## src/rtl/dchan_pkg.sv

```systemverilog
package dchan_pkg;
    localparam int BUS_W   = 16;
    localparam int OFF_W   = 5;
    localparam int PTR_W   = 32;
    localparam int MODE_W  = 2;
    localparam int EVT_W   = 3;

    localparam logic [OFF_W-1:0] OFF_CTRL   = 5'h00;
    localparam logic [OFF_W-1:0] OFF_STAT   = 5'h02;
    localparam logic [OFF_W-1:0] OFF_COUNT  = 5'h04;
    localparam logic [OFF_W-1:0] OFF_PTR_LO = 5'h0C;
    localparam logic [OFF_W-1:0] OFF_PTR_HI = 5'h0E;
    localparam logic [OFF_W-1:0] OFF_FIN    = 5'h14;
    localparam logic [OFF_W-1:0] OFF_FOUT   = 5'h16;

    localparam int CTL_MASK_BIT  = 8;
    localparam int CTL_GO_BIT    = 7;
    localparam int CTL_RST_BIT   = 5;

    // event vector order: [2] packet-state, [1] unexpected irq, [0] host error
    localparam int STAT_PKT_BIT  = 6;
    localparam int STAT_UNX_BIT  = 4;
    localparam int STAT_HERR_BIT = 0;

    typedef struct packed {
        logic              mask;
        logic              rst;
        logic [MODE_W-1:0] mode;
        logic              start;
        logic [EVT_W-1:0]  stat;
        logic [BUS_W-1:0]  count;
        logic [PTR_W-1:0]  ptr;
        logic [BUS_W-1:0]  fin;
        logic [BUS_W-1:0]  fout;
    } chan_state_t;
endpackage

```

## src/rtl/dchan_lock.sv

```systemverilog
module dchan_lock
    import dchan_pkg::*;
#(
    parameter int          ADDR_W    = 8,
    parameter logic [7:0]  LOCK_ADDR = 8'hC7,
    parameter logic [7:0]  LOCK_KEY  = 8'h07
) (
    input  logic              clk,
    input  logic              rst_n,
    input  logic              wr_i,
    input  logic [ADDR_W-1:0] addr_i,
    input  logic [7:0]        key_i,
    output logic              open_o
);
    logic lock_d, lock_q;

    always_comb begin
        lock_d = lock_q;
        if (wr_i && addr_i == ADDR_W'(LOCK_ADDR) && key_i == LOCK_KEY)
            lock_d = 1'b1;
    end

    always_ff @(posedge clk or negedge rst_n) begin
        if (!rst_n) lock_q <= 1'b0;
        else        lock_q <= lock_d;
    end

    assign open_o = lock_q;

    assert_lock_sticky_R3: assert property (@(posedge clk) disable iff (!rst_n)
        lock_q |=> lock_q);
endmodule

```

## src/rtl/dchan_chan_regs.sv

```systemverilog
module dchan_chan_regs
    import dchan_pkg::*;
(
    input  logic              clk,
    input  logic              rst_n,
    input  logic              sel_i,
    input  logic              wr_i,
    input  logic              rd_i,
    input  logic [OFF_W-1:0]  off_i,
    input  logic [BUS_W-1:0]  wdata_i,
    input  logic              lock_i,
    input  logic [EVT_W-1:0]  evt_i,
    output logic [BUS_W-1:0]  rdata_o,
    output logic              start_o,
    output logic              reset_o,
    output logic              irq_o,
    output logic [MODE_W-1:0] mode_o,
    output logic [BUS_W-1:0]  count_o,
    output logic [PTR_W-1:0]  ptr_o,
    output logic [BUS_W-1:0]  fin_o,
    output logic [BUS_W-1:0]  fout_o
);
    localparam int HALF_W  = PTR_W / 2;
    localparam int ALIGN_W = 3;

    chan_state_t s_d, s_q;
    logic        wr_hit, rd_stat, ctrl_wr;
    logic [BUS_W-1:0] r;

    assign wr_hit  = sel_i & wr_i;
    assign ctrl_wr = wr_hit & (off_i == OFF_CTRL);
    assign rd_stat = sel_i & rd_i & (off_i == OFF_STAT);

    always_comb begin
        s_d       = s_q;
        s_d.start = 1'b0;
        if (rd_stat) s_d.stat = '0;
        s_d.stat = s_d.stat | evt_i;
        if (wr_hit) begin
            case (off_i)
                OFF_CTRL: begin
                    s_d.mask  = wdata_i[CTL_MASK_BIT];
                    s_d.rst   = wdata_i[CTL_RST_BIT];
                    s_d.mode  = wdata_i[MODE_W-1:0];
                    s_d.start = wdata_i[CTL_GO_BIT] & ~wdata_i[CTL_RST_BIT] & lock_i;
                end
                OFF_COUNT:  s_d.count = wdata_i;
                OFF_PTR_LO: s_d.ptr[HALF_W-1:0] = {wdata_i[HALF_W-1:ALIGN_W], {ALIGN_W{1'b0}}};
                OFF_PTR_HI: s_d.ptr[PTR_W-1:HALF_W] = wdata_i;
                OFF_FIN:    s_d.fin  = wdata_i;
                OFF_FOUT:   s_d.fout = wdata_i;
                default: ;
            endcase
        end
    end

    always_ff @(posedge clk or negedge rst_n) begin
        if (!rst_n) s_q <= '0;
        else        s_q <= s_d;
    end

    always_comb begin
        r = '0;
        case (off_i)
            OFF_CTRL: begin
                r[CTL_MASK_BIT]   = s_q.mask;
                r[CTL_RST_BIT]    = s_q.rst;
                r[MODE_W-1:0]     = s_q.mode;
            end
            OFF_STAT: begin
                r[STAT_PKT_BIT]   = s_q.stat[2];
                r[STAT_UNX_BIT]   = s_q.stat[1];
                r[STAT_HERR_BIT]  = s_q.stat[0];
            end
            OFF_COUNT:  r = s_q.count;
            OFF_PTR_LO: r = s_q.ptr[HALF_W-1:0];
            OFF_PTR_HI: r = s_q.ptr[PTR_W-1:HALF_W];
            OFF_FIN:    r = s_q.fin;
            OFF_FOUT:   r = s_q.fout;
            default:    r = '0;
        endcase
        rdata_o = sel_i ? r : '0;
    end

    assign start_o = s_q.start;
    assign reset_o = s_q.rst;
    assign irq_o   = (|s_q.stat) & ~s_q.mask;
    assign mode_o  = s_q.mode;
    assign count_o = s_q.count;
    assign ptr_o   = s_q.ptr;
    assign fin_o   = s_q.fin;
    assign fout_o  = s_q.fout;

    assert_start_gated_R4: assert property (@(posedge clk) disable iff (!rst_n)
        start_o |-> (lock_i && !reset_o));

    assert_event_capture_R6: assert property (@(posedge clk) disable iff (!rst_n)
        (|evt_i) |=> ((s_q.stat & $past(evt_i)) == $past(evt_i)));

    assert_stat_sticky_R7: assert property (@(posedge clk) disable iff (!rst_n)
        !rd_stat |=> ((s_q.stat & $past(s_q.stat)) == $past(s_q.stat)));

    assert_irq_raise_R8: assert property (@(posedge clk) disable iff (!rst_n)
        (!s_q.mask && (|evt_i) && !ctrl_wr) |=> irq_o);
endmodule

```

## src/rtl/dchan_regs.sv

```systemverilog
module dchan_regs
    import dchan_pkg::*;
#(
    parameter int         NUM_CH    = 2,
    parameter int         ADDR_W    = 8,
    parameter logic [7:0] CH_BASE   = 8'h80,
    parameter logic [7:0] LOCK_ADDR = 8'hC7
) (
    input  logic                       clk,
    input  logic                       rst_n,
    input  logic                       bus_wr,
    input  logic                       bus_rd,
    input  logic [ADDR_W-1:0]          bus_addr,
    input  logic [BUS_W-1:0]           bus_wdata,
    output logic [BUS_W-1:0]           bus_rdata,
    input  logic [NUM_CH-1:0]          evt_pkt,
    input  logic [NUM_CH-1:0]          evt_unexp,
    input  logic [NUM_CH-1:0]          evt_herr,
    output logic [NUM_CH-1:0]          eng_start,
    output logic [NUM_CH-1:0]          eng_reset,
    output logic [NUM_CH-1:0]          irq,
    output logic [NUM_CH*MODE_W-1:0]   pio_mode,
    output logic [NUM_CH*BUS_W-1:0]    cb_count,
    output logic [NUM_CH*PTR_W-1:0]    cb_next_ptr,
    output logic [NUM_CH*BUS_W-1:0]    fifo_in_thr,
    output logic [NUM_CH*BUS_W-1:0]    fifo_out_thr
);
    localparam int WIN_W   = ADDR_W - OFF_W;
    localparam int BASE_IX = int'(CH_BASE) >> OFF_W;

    logic                 lock_open;
    logic [BUS_W-1:0]     ch_rdata [NUM_CH];

    dchan_lock #(.ADDR_W(ADDR_W), .LOCK_ADDR(LOCK_ADDR), .LOCK_KEY(8'h07)) i_lock (
        .clk    (clk),
        .rst_n  (rst_n),
        .wr_i   (bus_wr),
        .addr_i (bus_addr),
        .key_i  (bus_wdata[7:0]),
        .open_o (lock_open)
    );

    for (genvar g = 0; g < NUM_CH; g++) begin : g_ch
        logic ch_sel;
        assign ch_sel = (bus_addr[ADDR_W-1:OFF_W] == WIN_W'(BASE_IX + g));

        dchan_chan_regs i_chan (
            .clk     (clk),
            .rst_n   (rst_n),
            .sel_i   (ch_sel),
            .wr_i    (bus_wr),
            .rd_i    (bus_rd),
            .off_i   (bus_addr[OFF_W-1:0]),
            .wdata_i (bus_wdata),
            .lock_i  (lock_open),
            .evt_i   ({evt_pkt[g], evt_unexp[g], evt_herr[g]}),
            .rdata_o (ch_rdata[g]),
            .start_o (eng_start[g]),
            .reset_o (eng_reset[g]),
            .irq_o   (irq[g]),
            .mode_o  (pio_mode[g*MODE_W +: MODE_W]),
            .count_o (cb_count[g*BUS_W +: BUS_W]),
            .ptr_o   (cb_next_ptr[g*PTR_W +: PTR_W]),
            .fin_o   (fifo_in_thr[g*BUS_W +: BUS_W]),
            .fout_o  (fifo_out_thr[g*BUS_W +: BUS_W])
        );
    end

    always_comb begin
        bus_rdata = '0;
        for (int i = 0; i < NUM_CH; i++) bus_rdata = bus_rdata | ch_rdata[i];
    end
endmodule

```

## config.mk

```make
export PLATFORM = sky130hd
export DESIGN_NAME = dchan_regs
export DESIGN_NICKNAME = d
export VERILOG_FILES = /design/src/rtl/dchan_pkg.sv /design/src/rtl/dchan_lock.sv /design/src/rtl/dchan_chan_regs.sv /design/src/rtl/dchan_regs.sv
export SDC_FILE = /design/constraint.sdc
export NUM_CORES = 1
export LEC_CHECK = 0
export BUFFER_PORTS_ARGS = -buffer_cell sky130_fd_sc_hd__buf_4
export CORE_MARGIN = 1.5
export CORE_UTILIZATION = 58
export DETAILED_ROUTE_END_ITERATION = 12
export HOLD_SLACK_MARGIN = 0.12
export PLACE_DENSITY = 0.9
export REMOVE_ABC_BUFFERS = 1
export SLEW_MARGIN = 20
export SYNTH_ARGS = -nofsm -noshare
export SYNTH_HDL_FRONTEND = slang
export SYNTH_SLANG_ARGS = --single-unit
```

## constraint.sdc

```tcl
create_clock -name clk -period 5.6 [get_ports clk]
set_input_delay 0.56 -clock clk [delete_from_list [all_inputs] [get_ports clk]]
set_output_delay 0.56 -clock clk [all_outputs]
set_load 0.005 [all_outputs]
```

==> results of run 1 <==
-- kinds of logic (layout without fill, tap and decap cells) --
logic type | after synthesis | after routing | share of synthesized area
AND/OR/NAND/NOR | 70 | 70 | 0.04401
buffers and inverters | 220 | 252 | 0.1635
other | 1 | 6 | 0.0004135
flip-flops | 171 | 171 | 0.4718
AO/OA/AOI/OAI | 91 | 91 | 0.08015
multiplexers | 197 | 197 | 0.2402
-- flip-flops by register name, indices dropped and copies added, names as in the netlist --
name,count
g_ch.i_chan.ptr_o,58
g_ch.i_chan.s_q,8
g_ch.i_chan.fout_o,32
g_ch.i_chan.start_o,2
i_lock.open_o,1
g_ch.i_chan.mode_o,4
g_ch.i_chan.fin_o,32
g_ch.i_chan.count_o,32
g_ch.i_chan.reset_o,2
-- cell usage after synthesis (2+ instances only) --
| library cell | number |
|---|---|
| buf_4 | 171 |
| dfrtp_1 | 171 |
| mux2_2 | 155 |
| mux2i_1 | 32 |
| clkbuf_1 | 27 |
| a221oi_1 | 23 |
| o2bb2ai_1 | 20 |
| nand2_1 | 18 |
| o22ai_1 | 18 |
| buf_2 | 12 |
| buf_1 | 10 |
| mux2_1 | 10 |
| nand3_1 | 8 |
| nor2_1 | 8 |
| a21o_1 | 6 |
| a22oi_1 | 5 |
| nor3_1 | 5 |
| a222oi_1 | 4 |
| nor2b_1 | 4 |
| nor3b_1 | 4 |
| and2_1 | 3 |
| and3_1 | 3 |
| o32ai_1 | 3 |
| a21oi_1 | 2 |
| a22o_1 | 2 |
| nand2b_1 | 2 |
| nor3_2 | 2 |
| nor4_1 | 2 |
| o21ai_0 | 2 |
| or3_1 | 2 |
-- metrics by stage --
step | hold WS, ns | total power, W | util | area, sq um
after CTS | 0.2962 | 0.002855 | 0.6672 | 10180
final | 0.3103 | 0.002849 | 0.6681 | 10190
after global placement | 0.4754 | 0.001627 | 0.6262 | 9554
after global routing | 0.3000 | 0.002945 | 0.6681 | 10190
after detailed placement | 0.4717 | 0.001636 | 0.6265 | 9559
after floorplan | 0.2644 | 0.001438 | - | 7606
-- worst max path at each step --
stage | startpoint | endpoint | depth (start not counted)
6_report | bus_addr[1] | bus_rdata[6] | 8
5_1_grt | bus_addr[1] | bus_rdata[0] | 8
4_1_cts | bus_addr[1] | bus_rdata[0] | 7
3_5_place_dp | bus_addr[1] | bus_rdata[0] | 7
3_3_place_gp | bus_addr[1] | bus_rdata[0] | 7
2_1_floorplan | bus_addr[3] | g_ch[0].i_chan.count_o[0] | 4
-- per-layer routing --
metal | up-vias | share of wire
li1 | 2566 | -
met1 | 3164 | 0.40
met2 | 430 | 0.47
met3 | 67 | 0.096
met4 | 0 | 0.030
met5 | - | 0
-- report_power, final --
group          switching (W)  total (W)  internal (W)
combinational       0.000131   0.000273      0.000142
sequential         0.0000545    0.00135       0.00129
clock               0.000475    0.00123      0.000754
total               0.000661    0.00285       0.00219
-- layout make-up --
type	instances	area, sq um	share of cell area
Clock buffer	23	498.0	0.04885
Tap cell	211	264.0	0.02590
Sequential cell	171	4279	0.4198
Timing Repair Buffer	222	1673	0.1641
Clock inverter	7	112.6	0.01105
Multi-Input combinational cell	364	3367	0.3303
-- worst max-delay path: cells and delay by family --
kind / cells / cell delay (ns)
buffers and inverters: 3 / 1.00
AOI/OAI and AO/OA: 3 / 0.40
and+or+nand+nor: 2 / 0.85
==> impl_metrics.json, run 1 <==
{
  "outcome": "complete, no violations",
  "cts_tree": "done",
  "timing.final.crit_share": 0.6062,
  "htree_levels": 4,
  "ys_types": 46,
  "drt_iter0_markers": 602,
  "post_drt_via_cell_ratio": 6.239,
  "whs_endpoint": "g_ch[0].i_chan.s_q[81]",
  "cap_violations": 0,
  "die_w_um": 128.1,
  "crit_top_cell": "buf_4",
  "seq_area_frac_synth": 0.4718,
  "cts_resized": 0,
  "irDropWorstVdd_mv": 0.2063,
  "fp.dieArea_sq_mm": 0.01640,
  "dominantRegCellSynth": "dfrtp_1",
  "wl_per_cell_um": 24.59,
  "setup-violations-final": 0,
  "p_leak_nw": 5.095,
  "fin_nets": 810,
  "hold_path_depth": 2,
  "worstPathCellList": "buf_4 -> nand2b_1 -> nor3_1 -> buf_4 -> a221o_1 -> a21oi_1 -> o2bb2ai_1 -> buf_4",
  "drcViolationCount": 0,
  "clockBufferDepth": 2,
  "area_growth_pct": 12.39,
  "crit_arrival_ns": 2.83,
  "post_synth.cell_area_avg_sq_um": 12.09,
  "critPathCaptureType": "output pin",
  "criticalPathCategory": "primary input to output pin",
  "grt_pass1_vias": 6087,
  "worstSetupStartpointType": "primary input",
  "synth_seq_cells": 171,
  "setup_tns_ns": 0,
  "crit_slowest_cell": "nor3_1",
  "netlist_area_sq_mm": 0.009070,
  "cts_buffers": 17,
  "insertion_delay_ns": 0.43,
  "start_util": 0.5944,
  "yosysTopAreaCell": "dfrtp_1",
  "fillers": 1133,
  "crit_fanout": 39,
  "drv_slew": 0,
  "hpwl_um": 15990,
  "io_pins": 220,
  "dpl.cell_count": 967,
  "drive_gt1_frac": 0.5324,
  "core_area_sq_mm": 0.01526,
  "r2r_start": "g_ch[0].i_chan.fout_o[4]",
  "min_path_type": "primary input to flip-flop",
  "die_h_um": 128.1,
  "grt.met2_usage": 0.4791,
  "r2r_end": "g_ch[0].i_chan.fout_o[4]",
  "slowest_delay_ns": 0.58,
  "hold_violations": 0,
  "use_met3": 0.08431,
  "synth_top_cell_area_share": 0.4718,
  "routed_wl_um": 24540,
  "clock_skew_ns": 0.003591,
  "post_cts_buffers": 0,
  "grt_pass1_wl_um": 36440,
  "reg2reg_depth": 1,
  "max_freq_ghz": 0.2946,
  "io_buffers": 213,
  "fin_cells": 998,
  "overflow": 0,
  "vias": 6227,
  "critPathRequiredTime_ns": 5.04,
  "worstMarginPinSlew_ns": 1.200,
  "grt_max_degree": 68,
  "diodes": 0,
  "powerDensity_mw_per_mm2": 279.5,
  "antenna_found_initial": 0,
  "final_common_cell": "buf_4",
  "ant_nets": 0,
  "synth-edff-count": 0,
  "min_from": "evt_unexp[0]",
  "synthCells": 750,
  "ys_warn_count": 0,
  "grt_usage": 0.3030,
  "num_rows": 45,
  "clockRootBuffer": "clkbuf_16",
  "max_slew_margin": 0.1997,
  "finalCriticalPeriod_ns": 3.395,
  "routabilityCongestion": 0.9523,
  "rrSetupSlack_ns": 4.75,
  "async_reset_ff_frac": 1.000,
  "setup_slack_ns": 2.205,
  "grt.busiest_layer": "met2",
  "clk_pin_slew_ns": 0.06,
  "drt_pre_antenna_iters": 5,
  "met1_usage": 0.3936,
  "rsz0062_at_grt": "false",
  "layout_common_cells": "buf_4 (220), dfrtp_1 (171), mux2_2 (155)",
  "cts_hold_buf": 1,
  "place_ws_ns": 2.036,
  "synth_area_leaders": "dfrtp_1 (47%), mux2_2 (19%), buf_4 (14%)",
  "clock-sinks": 171
}
Note: power is estimated with default switching activity, not from simulation.
==> run 2: changes to the inputs <==
- ABC_AREA: default -> 1
- CORE_UTILIZATION: 58 -> 49
- PLACE_DENSITY: 0.9 -> 0.81
- clock period: 5.6 -> 3.1 ns (I/O delays scaled with it)
==> impl_metrics.json, run 2 <==
{
  "critPathRequiredTime_ns": 2.79,
  "die_h_um": 141.3,
  "max_slew_margin": 0.4136,
  "path_buf_inv": 2,
  "ant_nets": 0,
  "netlist_area_sq_mm": 0.009374,
  "critical-path-top-delay-family": "simple AND/OR/NAND/NOR gates",
  "synth_area_leaders": "dfrtp_1 (46%), nand2_1 (15%), buf_4 (14%)",
  "fin_nets": 1272,
  "drt_iter0_markers": 832,
  "ys_types": 25,
  "synth_top_cell_area_share": 0.4565,
  "swShare": 0.2619,
  "routed_wl_um": 27750,
  "clock-sinks": 171,
  "dpl.cell_count": 1445,
  "powerDensity_mw_per_mm2": 482.5,
  "grt_usage": 0.2786,
  "htree_levels": 4,
  "intPower_w": 0.003756,
  "grt_pass1_vias": 7371,
  "worstMarginPinSlew_ns": 0.8787,
  "area_growth_pct": 12.51,
  "max_freq_ghz": 0.3814,
  "dominantRegCellSynth": "dfrtp_1",
  "grt_pass1_wl_um": 41750,
  "p_seq_frac": 0.477,
  "largest_reg_flops": 58,
  "post_cts_buffers": 0,
  "clockBufferDepth": 2,
  "drv_slew": 0,
  "core_area_sq_mm": 0.01871,
  "rrSetupSlack_ns": 2.34,
  "num_rows": 50,
  "crit_top_cell": "nand2_1",
  "final_common_cell": "nand2_1",
  "min_path_type": "primary input to flip-flop",
  "wl_per_cell_um": 18.68,
  "setup-violations-final": 0,
  "synth-simple-area-share": 0.2384,
  "drt_pre_antenna_iters": 5,
  "io_pins": 220,
  "ys_warn_count": 0,
  "irDropWorstVdd_mv": 0.3925,
  "synth-edff-count": 0,
  "drcViolationCount": 0,
  "power_frac_clock": 0.423,
  "synth_most_common_cell": "nand2_1",
  "outcome": "complete, no violations",
  "crit_arrival_ns": 2.31,
  "cts_resized": 0,
  "seq_area_frac_synth": 0.4565,
  "finalCriticalPeriod_ns": 2.622,
  "worstSetupStartpointType": "primary input",
  "r2r_end": "g_ch[1].i_chan.count_o[9]",
  "reg2reg_depth": 2,
  "fin_cells": 1485,
  "layout_common_cells": "nand2_1 (374), buf_4 (230), dfrtp_1 (171)",
  "synth_compound_area_frac": 0.1026,
  "cts_buffers": 17,
  "synth_xor_area_frac": 0,
  "insertion_delay_ns": 0.43,
  "place_ws_ns": 0.5451,
  "start_util": 0.5011,
  "setup_slack_ns": 0.4783,
  "overflow": 0,
  "worstPathCellList": "buf_4 -> nor2_4 -> nand3_1 -> nor2_1 -> nor2_1 -> nand2_1 -> nand2_1 -> nand2_1 -> buf_4",
  "synthCells": 1203,
  "whs_endpoint": "i_lock.open_o",
  "cts_tree": "done",
  "setup_tns_ns": 0,
  "vias": 8041,
  "antenna_found_initial": 0,
  "multi_input_area_sq_mm": 0.003222,
  "r2r_start": "g_ch[1].i_chan.count_o[9]",
  "critPathCaptureType": "output pin",
  "slowest_delay_ns": 0.74,
  "criticalPathCategory": "primary input to output pin",
  "post_drt_via_cell_ratio": 5.415,
  "p_comb_frac": 0.100,
  "synth_common_cells": "nand2_1 (374), buf_4 (174), dfrtp_1 (171), o21ai_0 (109), inv_1 (82)",
  "fillers": 1692,
  "clockRootBuffer": "clkbuf_16",
  "crit_slowest_cell": "nand3_1",
  "routabilityCongestion": 0.8571,
  "async_reset_ff_frac": 1.000,
  "fp.dieArea_sq_mm": 0.01997,
  "clk_pin_slew_ns": 0.07,
  "drive_gt1_frac": 0.2366,
  "synth_seq_cells": 171,
  "post_synth.cell_area_avg_sq_um": 7.792,
  "hpwl_um": 18660,
  "synth_top_family_by_area": "simple AND/OR/NAND/NOR gates",
  "hold_path_depth": 3,
  "cap_violations": 0,
  "synth_fa_ha_area_frac": 0,
  "crit_fanout": 19,
  "clock_skew_ns": 0.0005249,
  "die_w_um": 141.3,
  "io_buffers": 213,
  "rsz0062_at_grt": "false",
  "synth_mux_area_frac": 0,
  "seq_area_sq_mm": 0.004279,
  "grt_max_degree": 84,
  "min_from": "bus_addr[7]",
  "yosysTopAreaCell": "dfrtp_1",
  "p_switching_w": 0.001333,
  "timing.final.crit_share": 0.8457,
  "p_leak_nw": 5.569,
  "diodes": 0,
  "hold_violations": 0
}
==> run 2: changes by cell type after synthesis, sizes merged, moves of 18 or more <==
cell     delta
mux2i      -32
nand4      +38
o22ai      -18
mux2      -165
nor2       +64
o21ai     +163
nand2     +363
nand3      +27
o2bb2ai    -20
inv        +86
a221oi     -23
==> run 2: cell type report <==
| cell class | instances | area share |
|---|---|---|
| clock buffers | 17 | 0.04034 |
| clock inverters | 15 | 0.01554 |
| inverters | 86 | 0.03085 |
| multi-input cells | 722 | 0.3055 |
| flip-flops and latches | 171 | 0.4057 |
| well taps | 234 | 0.02776 |
| repair buffers | 240 | 0.1743 |
==> run 2: power by group through the flow <==
| stage | clock [W] | combinational, W | sequential [W] |
|---|---|---|---|
| finish | 0.00215 | 0.000507 | 0.00243 |
| global route | 0.00226 | 0.000555 | 0.00244 |
| global placement | 0 | 0.000487 | 0.00246 |
| CTS | 0.00218 | 0.000509 | 0.00242 |
| detailed placement | 0 | 0.000499 | 0.00247 |
| floorplan | 0 | 0.000162 | 0.00245 |
==> run 2: layer usage <==
layer	wire length, um	global-route usage
met1	11210	0.3718
met2	12750	0.4381
met3	2829	0.05737
met4	954	0.1299
met5	0	0
==> run 2: kinds of logic (layout without fill, tap and decap cells) <==
kind of cell,Yosys count,after routing
flops,171,171
simple gates,534,534
compound gates,182,182
buf+inv,315,358
other cells,1,6
==> run 2: worst register-to-register path: cells and delay by family (launching register included) <==
family / cells / cell delay (ns)
DFF: 1 / 0.43
AOI/OAI and AO/OA: 1 / 0.10
and+or+nand+nor: 1 / 0.08
==> run 2: how the worst max path moves through the flow <==
stage,slack [ns],cells after the start,endpoint,startpoint
3_3_place_gp,0.64,9,bus_rdata[1],bus_addr[3]
5_1_grt,0.30,9,bus_rdata[7],bus_addr[3]
6_report,0.48,9,bus_rdata[9],bus_addr[3]
2_1_floorplan,0.90,8,bus_rdata[11],bus_addr[1]
4_1_cts,0.55,9,bus_rdata[9],bus_addr[3]
3_5_place_dp,0.55,9,bus_rdata[9],bus_addr[3]
==> run 2: metrics by stage <==
step                total power [W]  hold slack (ns)  cell area (sq um)  utilization
detailed placement         0.002965           0.3185               9877       0.5280
floorplan                  0.002614          0.01441               7824            -
global placement           0.002950           0.3117               9877       0.5280
CTS                        0.005110           0.1729              10550       0.5638
global route               0.005253           0.1840              10550       0.5638
finish                     0.005089           0.1852              10550       0.5638
==> run 2: repair_timing <==
item,in CTS,in global routing
endpoints found under the hold margin,64,0
endpoints found under the setup margin,0,0
hold buffers,8,0
==> run 3: changes to the inputs <==
- CORE_UTILIZATION: 49 -> 55
- PLACE_DENSITY: 0.81 -> 0.85
- clock period: 3.1 -> 2.5 ns (I/O delays scaled with it)
==> impl_metrics.json, run 3 (synthesis results as in run 2) <==
{
  "outcome": "complete, no violations",
  "routed_wl_um": 27680,
  "antenna_found_initial": 0,
  "finalCriticalPeriod_ns": 2.407,
  "crit_slowest_cell": "dlygate4sd3_1",
  "die_w_um": 133.6,
  "hpwl_um": 18880,
  "dpl.cell_count": 1441,
  "intPower_w": 0.004766,
  "post_drt_via_cell_ratio": 5.512,
  "grt_pass1_vias": 7739,
  "swShare": 0.2501,
  "vias": 8174,
  "clockRootBuffer": "clkbuf_16",
  "core_area_sq_mm": 0.01664,
  "fp.dieArea_sq_mm": 0.01784,
  "ant_nets": 0,
  "place_ws_ns": 0.3054,
  "crit_fanout": 9,
  "max_slew_margin": 0.4971,
  "routabilityCongestion": 0.8878,
  "whs_ns": 0.2115,
  "worstSetupStartpointType": "primary input",
  "insertion_delay_ns": 0.43,
  "criticalPathCategory": "primary input to output pin",
  "p_switching_w": 0.001590,
  "p_leak_nw": 5.626,
  "clock-sinks": 171,
  "worstMarginPinSlew_ns": 0.7517,
  "drv_slew": 0,
  "final_common_cell": "nand2_1",
  "critPathRequiredTime_ns": 2.25,
  "path_buf_inv": 5,
  "min_path_type": "primary input to flip-flop",
  "setup_slack_ns": 0.09343,
  "grt_usage": 0.3168,
  "power_frac_clock": 0.424,
  "overflow": 0,
  "crit_top_cell": "buf_4",
  "drcViolationCount": 0,
  "fin_cells": 1483,
  "largest_reg_flops": 58,
  "clock_skew_ns": 0.0007848,
  "io_pins": 220,
  "critical-path-top-delay-family": "buffers and inverters",
  "drive_gt1_frac": 0.2407,
  "cts_buffers": 17,
  "max_freq_ghz": 0.4155,
  "crit_arrival_ns": 2.16,
  "layout_common_cells": "nand2_1 (374), buf_4 (239), dfrtp_1 (171)",
  "fin_nets": 1284,
  "hold_violations": 0,
  "setup_tns_ns": 0,
  "diodes": 0,
  "timing.final.crit_share": 0.9626,
  "p_seq_frac": 0.476,
  "critPathCaptureType": "output pin",
  "cap_violations": 0,
  "worstPathCellList": "dlygate4sd3_1 -> buf_4 -> nand3_1 -> inv_1 -> buf_4 -> nand2_1 -> nand2_1 -> buf_4",
  "io_buffers": 213,
  "drt_iter0_markers": 836,
  "p_comb_frac": 0.100,
  "irDropWorstVdd_mv": 0.5220,
  "cts_hold_buf": 10,
  "num_rows": 47,
  "cts_tree": "done",
  "area_growth_pct": 13.52,
  "clk_pin_slew_ns": 0.07,
  "multi_input_area_sq_mm": 0.003222,
  "die_h_um": 133.6,
  "clockBufferDepth": 2,
  "start_util": 0.5633,
  "grt_pass1_wl_um": 42920,
  "slowest_delay_ns": 0.52,
  "drt_pre_antenna_iters": 5,
  "wl_per_cell_um": 18.66,
  "seq_area_sq_mm": 0.004279,
  "grt_max_degree": 67,
  "post_cts_buffers": 0,
  "cts_resized": 0,
  "rsz0062_at_grt": "false",
  "setup-violations-final": 0,
  "powerDensity_mw_per_mm2": 597.3,
  "fillers": 1401,
  "htree_levels": 4
}
==> run 3: cell count changes in the layout (fill, tap and decap cells not counted), sizes merged <==
cell / delta
buf: +10
bufinv: +1
clkbuf: +3
clkinvlp: +1
dlygate4sd3: +2
inv: -5
==> run 3: final timing paths <==
| kind | start | to | slack (ns) | depth (start not counted) |
|---|---|---|---|---|
| max | bus_addr[7] | bus_rdata[5] | 0.09 | 8 |
| min | bus_rd | g_ch[0].i_chan.s_q[81] | 0.21 | 4 |
| max reg2reg | g_ch[1].i_chan.fin_o[6] | g_ch[1].i_chan.fin_o[6] | 1.68 | 2 |
| min reg2reg | i_lock.open_o | i_lock.open_o | 0.47 | 2 |
| max in group asynchronous | rst_n | g_ch[0].i_chan.fin_o[0] | 1.37 | 3 |
| min in group asynchronous | rst_n | g_ch[0].i_chan.fout_o[14] | 0.41 | 2 |
==> run 3: per-stage QoR <==
| stage | utilization | cell area, sq um | power, W |
|---|---|---|---|
| after CTS | 0.6394 | 10640 | 0.006357 |
| after global placement | 0.5977 | 9947 | 0.003671 |
| final | 0.6394 | 10640 | 0.006356 |
| after detailed placement | 0.5977 | 9947 | 0.003691 |
| after global routing | 0.6394 | 10640 | 0.006544 |
| after floorplan | - | 7824 | 0.003242 |
==> run 3: final cells by class <==
| cell class | instances | share of cell area |
|---|---|---|
| clock buffers | 20 | 0.04198 |
| inverters | 86 | 0.03057 |
| multi-input cells | 722 | 0.3028 |
| well taps | 220 | 0.02587 |
| repair buffers | 252 | 0.1828 |
| clock inverters | 12 | 0.01387 |
| flip-flops and latches | 171 | 0.4021 |
==> run 3: power groups by stage <==
stage	Combinational [W]	Sequential [W]	Clock, W
finish	0.000637	0.00302	0.00270
global route	0.000699	0.00303	0.00281
CTS	0.000638	0.00302	0.00270
detailed placement	0.000625	0.00307	0
global placement	0.000605	0.00307	0
floorplan	0.000201	0.00304	0
==> run 3: worst min-delay path, stage by stage <==
cell	delay, ns
buf_4	0.10
inv_1	0.06
nor3_1	0.08
o21bai_1	0.12
==> run 3: per-layer routing <==
metal,up-vias,wire (um),track usage
li1,3736,-,-
met3,78,2700,0.06659
met4,0,916,0.1431
met2,518,13210,0.5060
met1,3842,10850,0.4173
met5,-,0,0
